### config.mk
export PLATFORM = sky130hd
export DESIGN_NAME = dircoh_ctrl
export DESIGN_NICKNAME = d
export VERILOG_FILES = /design/src/rtl/dircoh_pkg.sv /design/src/rtl/dircoh_store.sv /design/src/rtl/dircoh_plan.sv /design/src/rtl/dircoh_fanout.sv /design/src/rtl/dircoh_ctrl.sv
export SDC_FILE = /design/constraint.sdc
export NUM_CORES = 1
export LEC_CHECK = 0
export CAP_MARGIN = 10
export CELL_PAD_IN_SITES_DETAIL_PLACEMENT = 0
export CELL_PAD_IN_SITES_GLOBAL_PLACEMENT = 1
export CORE_ASPECT_RATIO = 0.6
export CORE_MARGIN = 5
export CORE_UTILIZATION = 49
export DETAILED_ROUTE_END_ITERATION = 8
export PLACE_DENSITY = 0.78
export SLEW_MARGIN = 20
export SYNTH_ARGS = -nofsm -noshare
export SYNTH_HDL_FRONTEND = slang
export SYNTH_SLANG_ARGS = --single-unit
### constraint.sdc
create_clock -name clk -period 3.15 [get_ports clk]
set_input_delay 0.945 -clock clk [delete_from_list [all_inputs] [get_ports clk]]
set_output_delay 0.945 -clock clk [all_outputs]
set_load 0.1 [all_outputs]
### src/rtl/dircoh_pkg.sv
// Package: request and message encodings shared by the controller.
package dircoh_pkg;
    typedef enum logic [1:0] {
        REQ_RD_MISS = 2'd0,
        REQ_WR_MISS = 2'd1,
        REQ_WR_HIT  = 2'd2
    } req_kind_e;

    typedef enum logic [1:0] {
        MSG_INV        = 2'd0,
        MSG_RECALL_SHR = 2'd1,
        MSG_RECALL_INV = 2'd2
    } msg_kind_e;

    typedef enum logic [1:0] {
        ST_IDLE = 2'd0,
        ST_FAN  = 2'd1,
        ST_DONE = 2'd2
    } eng_state_e;
endpackage

### src/rtl/dircoh_store.sv
// Directory storage: one presence vector and one dirty flag per block.
// Assumes a single reader and a single writer; reads are combinational.
module dircoh_store #(
    parameter int NPROC = 8,
    parameter int NBLK  = 16,
    localparam int BW   = $clog2(NBLK)
) (
    input  logic             clk,
    input  logic             rst_n,
    input  logic [BW-1:0]    rd_blk,
    output logic [NPROC-1:0] rd_pres,
    output logic             rd_dirty,
    input  logic             wr_en,
    input  logic [BW-1:0]    wr_blk,
    input  logic [NPROC-1:0] wr_pres,
    input  logic             wr_dirty
);
    logic [NPROC-1:0] pres_mem  [NBLK];
    logic             dirty_mem [NBLK];

    // Clear every entry on reset, otherwise write the updated entry.
    always_ff @(posedge clk) begin
        if (!rst_n) begin
            for (int b = 0; b < NBLK; b++) begin
                pres_mem[b]  <= '0;
                dirty_mem[b] <= 1'b0;
            end
        end else if (wr_en) begin
            pres_mem[wr_blk]  <= wr_pres;
            dirty_mem[wr_blk] <= wr_dirty;
        end
    end

    // Present the addressed entry.
    always_comb begin
        rd_pres  = pres_mem[rd_blk];
        rd_dirty = dirty_mem[rd_blk];
    end
endmodule

### src/rtl/dircoh_plan.sv
// Protocol decision: from the request and the current entry, derive the
// message targets, message kind, new entry and data-source flags.
// Assumes a dirty entry has exactly one presence bit (the owner).
module dircoh_plan
    import dircoh_pkg::*;
#(
    parameter int NPROC = 8,
    localparam int PW   = $clog2(NPROC)
) (
    input  logic [1:0]       kind,
    input  logic [PW-1:0]    pid,
    input  logic [NPROC-1:0] pres,
    input  logic             dirty,
    output logic [NPROC-1:0] targets,
    output logic [1:0]       mkind,
    output logic [NPROC-1:0] new_pres,
    output logic             new_dirty,
    output logic             src_owner,
    output logic             mem_upd
);
    logic [NPROC-1:0] self_bit;
    logic [NPROC-1:0] others;
    logic             is_write;

    // Split the presence vector into requester and other holders.
    always_comb begin
        self_bit = NPROC'(1) << pid;
        others   = pres & ~self_bit;
        is_write = (kind != REQ_RD_MISS);
    end

    // Choose targets and the resulting entry for each request case.
    always_comb begin
        if (!is_write) begin
            new_pres  = pres | self_bit;
            new_dirty = 1'b0;
            targets   = dirty ? others : '0;
            mkind     = MSG_RECALL_SHR;
        end else begin
            new_pres  = self_bit;
            new_dirty = 1'b1;
            targets   = others;
            mkind     = dirty ? MSG_RECALL_INV : MSG_INV;
        end
        src_owner = dirty && (others != '0);
        mem_upd   = !is_write && dirty && (others != '0);
    end
endmodule

### src/rtl/dircoh_fanout.sv
// Message sequencer: sends one message per cycle to the lowest pending
// target and tracks which messaged caches still owe an acknowledge.
// Assumes load only while idle; acks from unmessaged caches are dropped.
module dircoh_fanout #(
    parameter int NPROC = 8,
    localparam int PW   = $clog2(NPROC)
) (
    input  logic             clk,
    input  logic             rst_n,
    input  logic             load,
    input  logic [NPROC-1:0] load_mask,
    input  logic             ack_valid,
    input  logic [PW-1:0]    ack_pid,
    output logic             send_valid,
    output logic [PW-1:0]    send_dest,
    output logic             all_clear
);
    logic [NPROC-1:0] send_q;
    logic [NPROC-1:0] wait_q;
    logic [NPROC-1:0] ack_vec;
    logic [NPROC-1:0] pick_vec;

    // Find the lowest pending target.
    always_comb begin
        send_dest = '0;
        for (int i = NPROC - 1; i >= 0; i--) begin
            if (send_q[i]) send_dest = PW'(i);
        end
        send_valid = (send_q != '0);
        pick_vec   = send_valid ? (NPROC'(1) << send_dest) : '0;
    end

    // Accept only acks from caches already messaged and still owing one.
    always_comb begin
        ack_vec   = ack_valid ? ((NPROC'(1) << ack_pid) & wait_q & ~send_q) : '0;
        all_clear = (send_q == '0) && ((wait_q & ~ack_vec) == '0);
    end

    // Advance the pending-send and pending-ack masks.
    always_ff @(posedge clk) begin
        if (!rst_n) begin
            send_q <= '0;
            wait_q <= '0;
        end else if (load) begin
            send_q <= load_mask;
            wait_q <= load_mask;
        end else begin
            send_q <= send_q & ~pick_vec;
            wait_q <= wait_q & ~ack_vec;
        end
    end
endmodule

### src/rtl/dircoh_ctrl.sv
// Top: home directory controller. One transaction engine; a request is
// taken only when idle, so a busy block's requests wait at the port.
// Assumes caches always accept a message and ack each one exactly once.
module dircoh_ctrl
    import dircoh_pkg::*;
#(
    parameter int NPROC = 8,
    parameter int NBLK  = 16,
    localparam int PW   = $clog2(NPROC),
    localparam int BW   = $clog2(NBLK)
) (
    input  logic             clk,
    input  logic             rst_n,
    input  logic             req_valid,
    output logic             req_ready,
    input  logic [1:0]       req_kind,
    input  logic [BW-1:0]    req_blk,
    input  logic [PW-1:0]    req_pid,
    output logic             msg_valid,
    output logic [1:0]       msg_kind,
    output logic [PW-1:0]    msg_dest,
    output logic [BW-1:0]    msg_blk,
    input  logic             ack_valid,
    input  logic [PW-1:0]    ack_pid,
    output logic             done_valid,
    output logic [PW-1:0]    done_pid,
    output logic [BW-1:0]    done_blk,
    output logic             done_src_owner,
    output logic             done_mem_upd,
    output logic [NPROC-1:0] done_pres,
    output logic             done_dirty
);
    eng_state_e       state_q;
    logic             accept;
    logic [NPROC-1:0] cur_pres;
    logic             cur_dirty;
    logic [NPROC-1:0] pl_targets;
    logic [1:0]       pl_mkind;
    logic [NPROC-1:0] pl_pres;
    logic             pl_dirty;
    logic             pl_src;
    logic             pl_upd;
    logic             fan_valid;
    logic [PW-1:0]    fan_dest;
    logic             fan_clear;
    logic [BW-1:0]    blk_q;
    logic [PW-1:0]    pid_q;
    logic [1:0]       mkind_q;
    logic [NPROC-1:0] pres_q;
    logic             dirty_q;
    logic             src_q;
    logic             upd_q;

    // Request handshake.
    always_comb begin
        req_ready = (state_q == ST_IDLE);
        accept    = req_valid && req_ready;
    end

    dircoh_store #(.NPROC(NPROC), .NBLK(NBLK)) store_i (
        .clk      (clk),
        .rst_n    (rst_n),
        .rd_blk   (req_blk),
        .rd_pres  (cur_pres),
        .rd_dirty (cur_dirty),
        .wr_en    (state_q == ST_DONE),
        .wr_blk   (blk_q),
        .wr_pres  (pres_q),
        .wr_dirty (dirty_q)
    );

    dircoh_plan #(.NPROC(NPROC)) plan_i (
        .kind      (req_kind),
        .pid       (req_pid),
        .pres      (cur_pres),
        .dirty     (cur_dirty),
        .targets   (pl_targets),
        .mkind     (pl_mkind),
        .new_pres  (pl_pres),
        .new_dirty (pl_dirty),
        .src_owner (pl_src),
        .mem_upd   (pl_upd)
    );

    dircoh_fanout #(.NPROC(NPROC)) fan_i (
        .clk        (clk),
        .rst_n      (rst_n),
        .load       (accept),
        .load_mask  (pl_targets),
        .ack_valid  (ack_valid && (state_q == ST_FAN)),
        .ack_pid    (ack_pid),
        .send_valid (fan_valid),
        .send_dest  (fan_dest),
        .all_clear  (fan_clear)
    );

    // Engine sequencing: idle, message fan-out, completion.
    always_ff @(posedge clk) begin
        if (!rst_n) begin
            state_q <= ST_IDLE;
        end else begin
            case (state_q)
                ST_IDLE: if (accept) state_q <= (pl_targets == '0) ? ST_DONE : ST_FAN;
                ST_FAN:  if (fan_clear) state_q <= ST_DONE;
                default: state_q <= ST_IDLE;
            endcase
        end
    end

    // Capture the request and its planned outcome at acceptance.
    always_ff @(posedge clk) begin
        if (!rst_n) begin
            blk_q   <= '0;
            pid_q   <= '0;
            mkind_q <= MSG_INV;
            pres_q  <= '0;
            dirty_q <= 1'b0;
            src_q   <= 1'b0;
            upd_q   <= 1'b0;
        end else if (accept) begin
            blk_q   <= req_blk;
            pid_q   <= req_pid;
            mkind_q <= pl_mkind;
            pres_q  <= pl_pres;
            dirty_q <= pl_dirty;
            src_q   <= pl_src;
            upd_q   <= pl_upd;
        end
    end

    // Drive message and completion outputs.
    always_comb begin
        msg_valid      = fan_valid && (state_q == ST_FAN);
        msg_kind       = mkind_q;
        msg_dest       = fan_dest;
        msg_blk        = blk_q;
        done_valid     = (state_q == ST_DONE);
        done_pid       = pid_q;
        done_blk       = blk_q;
        done_src_owner = src_q;
        done_mem_upd   = upd_q;
        done_pres      = pres_q;
        done_dirty     = dirty_q;
    end
endmodule

==> reports/metrics.cfg <==
[yosys]
synth-seq-cells=182
synth_top_family_by_area=simple AND/OR/NAND/NOR gates
syn-cell-area_um2=8390
yosysWarnings=0
yosys.area_share.simple_pct=20.1
avgSynthCellArea_um2=11.9
synth_edf_count=128
synthXorXnorAreaFrac_pct=0
synth_ff_type=edfxtp_1
async_reset_ff_share_pct=0
synth_compound_area_share_pct=8.25
yosysSeqAreaShare_pct=58.7
syn_inst=702
synth-adder-area-share_pct=0
synth.area.mux_share_pct=9.58
syn_nets=718
synth_cell_types=47

[setup_path]
crit_required_ps=2200
arrival_ps=2110
crit_type=reg -> out
cp-end-kind=output port
crit_fanout=5
cp-start-kind=flip-flop

[sta]
setup_ws_ps=97.2
setup_viol=0
period_needed_ps=3050
tightest_slew_ps=698
clock.fmax_ghz=0.328
fin_crit_sh_pct=96.9
setup_tns_ps=0
relSlewSlack_pct=53.4
fin_skew_ps=12.8
drv_slew=0
rsz0062_at_grt=false
finalHoldViolCount=0

[final_layout]
area_delta_synth_final_pct=19.1
num_antenna_cells=0
drive_above_1_share_pct=22.2
nNetsFinal=804
fillerInstances=1408
stdcell_count=1035

[global_routing]
grt_start_max_net_pins=49
grt_overflow=0
antenna_found_initial=0
grt_use_total_pct=23.6
first_global_vias=5708
grt_pass1_wl_um=34900

[drt]
viasPerCell=5.73
first_pass_iters=5
routedWlPerCell_um=22.1
ant_nets=0
wl_um=22900
drc_errors=0
drtIter0Drc=715
num_vias=5927

[placement]
place_ws_ps=-425
gp_congestion=0.857
dp_cells=1003
hpwl_um=16800
port_buffers=45

[floorplan]
core_area_um2=17000
die_h_um=111
die_area_um2=19900
die-width_um=179
start_util_pct=49.4
rows=37
ioPinCount=46

[clock_network]
insertion_delay_ps=430
cts_tree=yes
htreeDepth=4
cts_buffer_depth=2
cts_setup_buffers=0
path_clk_slew_ps=80
cts_buffers=17
root_buffer=clkbuf_16
cts_sinks=182

[power]
peakVddDrop_mv=0.379
pwr_density_cell_nw_per_um2=581
p_leak_nw=3.81

[run_status]
status=finished clean

[min_path]
hold_path_class=reg -> reg

[job]
maxCapViolCount=0

[state kept, by name, summed over array words and instances (netlist names), 2 cells and up]
name,cells
done_blk,4
done_pid,3
done_pres,8
fan_i.send_q,8
fan_i.wait_q,8
msg_kind,2
state_q,2
store_i.dirty_mem,16
store_i.pres_mem,128
[power by group]
part           internal, mW  switching [mW]
clock                  1.11           0.975
combinational         0.296           0.696
sequential             2.65          0.0739
total                  4.06            1.75
[worst paths after layout]
| kind | startpoint | endpoint | slack, ps | cells past startpoint |
|---|---|---|---|---|
| worst min-delay path | done_pid[0]$_SDFFE_PN0P_ | done_pid[0]$_SDFFE_PN0P_ | 460 | 2 |
| worst max register to register | state_q[0]$_SDFFE_PN0P_ | state_q[1]$_SDFFE_PN0P_ | 640 | 8 |
| worst min register to register | done_pid[0]$_SDFFE_PN0P_ | done_pid[0]$_SDFFE_PN0P_ | 460 | 2 |
| worst max-delay path | fan_i.send_q[3]$_SDFF_PN0_ | msg_valid | 100 | 5 |
[cell usage in the layout (no fill, tap or decap), types with 10 or more instances in the layout]
cell type          n
and2_1           131
edfxtp_1         128
buf_4             96
nand2_1           78
dfxtp_1           54
o21ai_0           41
nor2_1            27
mux4_2            25
mux2i_1           24
clkbuf_16         18
clkdlybuf4s50_1   14
nand3_1           13
a221oi_1          12
nand2b_1          11
o21ai_1           11
a21oi_1           10
nor3_1            10
a22oi_1           10
[synthesized netlist by cell type (2+ instances only)]
cell type / number / area share, %
o21ai_0: 41 / 2.4
inv_1: 3 / 0.13
nand3_1: 13 / 0.78
nor2b_1: 7 / 0.52
clkbuf_1: 36 / 1.6
nand2_1: 78 / 3.5
nor3b_1: 5 / 0.45
o31ai_1: 7 / 0.63
nor2_1: 27 / 1.2
o311ai_0: 2 / 0.21
o21ai_1: 11 / 0.66
buf_6: 4 / 0.54
o41ai_1: 2 / 0.21
buf_4: 5 / 0.45
a221oi_1: 12 / 1.3
and3_1: 2 / 0.15
buf_2: 3 / 0.18
nand4_1: 2 / 0.15
nor3_1: 11 / 0.66
mux4_2: 25 / 6.7
mux2i_1: 24 / 2.9
nand2_2: 3 / 0.22
dfxtp_1: 54 / 13
a21oi_1: 11 / 0.66
nand2b_1: 11 / 0.82
and2_1: 131 / 9.8
nand3_2: 5 / 0.60
a31oi_1: 6 / 0.45
o22ai_1: 2 / 0.15
nand3b_1: 6 / 0.54
edfxtp_1: 128 / 46
a22oi_1: 10 / 0.90
[timing repair]
item | in CTS | in global routing
hold buffers | 0 | 0
resized for setup | 0 | 1
setup endpoints to repair | 0 | 4
[cells by family (layout without fill, tap and decap cells)]
group	after synthesis	after routing
and+or+nand+nor	308	308
AOI/OAI and AO/OA	110	110
muxes	49	49
buffers and inverters	53	152
DFF	182	182
[through the flow]
stage / hold slack (ps) / util, % / total power [mW] / cell area [um^2]
CTS: 461 / 58.8 / 5.83 / 9980
floorplan: 433 / - / 3.41 / 8400
finish: 460 / 58.8 / 5.80 / 9990
global placement: 443 / 55.4 / 3.75 / 9410
detailed placement: 450 / 55.4 / 3.76 / 9410
global route: 484 / 58.8 / 5.99 / 9990
[critical path: stages (launching register included)]
cell and delay [ps]:
dfxtp_1 350, or4_1 630, nor3_1 220, buf_4 170
a21boi_1 100, buf_12 210
[final cells by class]
type                    instances  area [um^2]  share of cell area, %
multi-input cells             467         3200                   32.0
clock inverters                12          106                   1.07
well taps                     234          293                   2.93
inverters                       3         11.3                  0.113
repair buffers                117          986                   9.87
clock buffers                  20          468                   4.69
flip-flops and latches        182         4920                   49.3
[routing by layer]
metal  part of all wire [%]  vias to the layer above  global-route usage (%)  wire (um)
met5                      0                        -                       0          0
met4                    1.5                        0                    6.08        333
met3                     11                       24                    7.67       2480
met2                     40                      271                    30.3       9160
met1                     48                     2910                    38.1      10900
li1                       -                     2722                       -          -
Note: power is estimated with default switching activity, not from simulation.
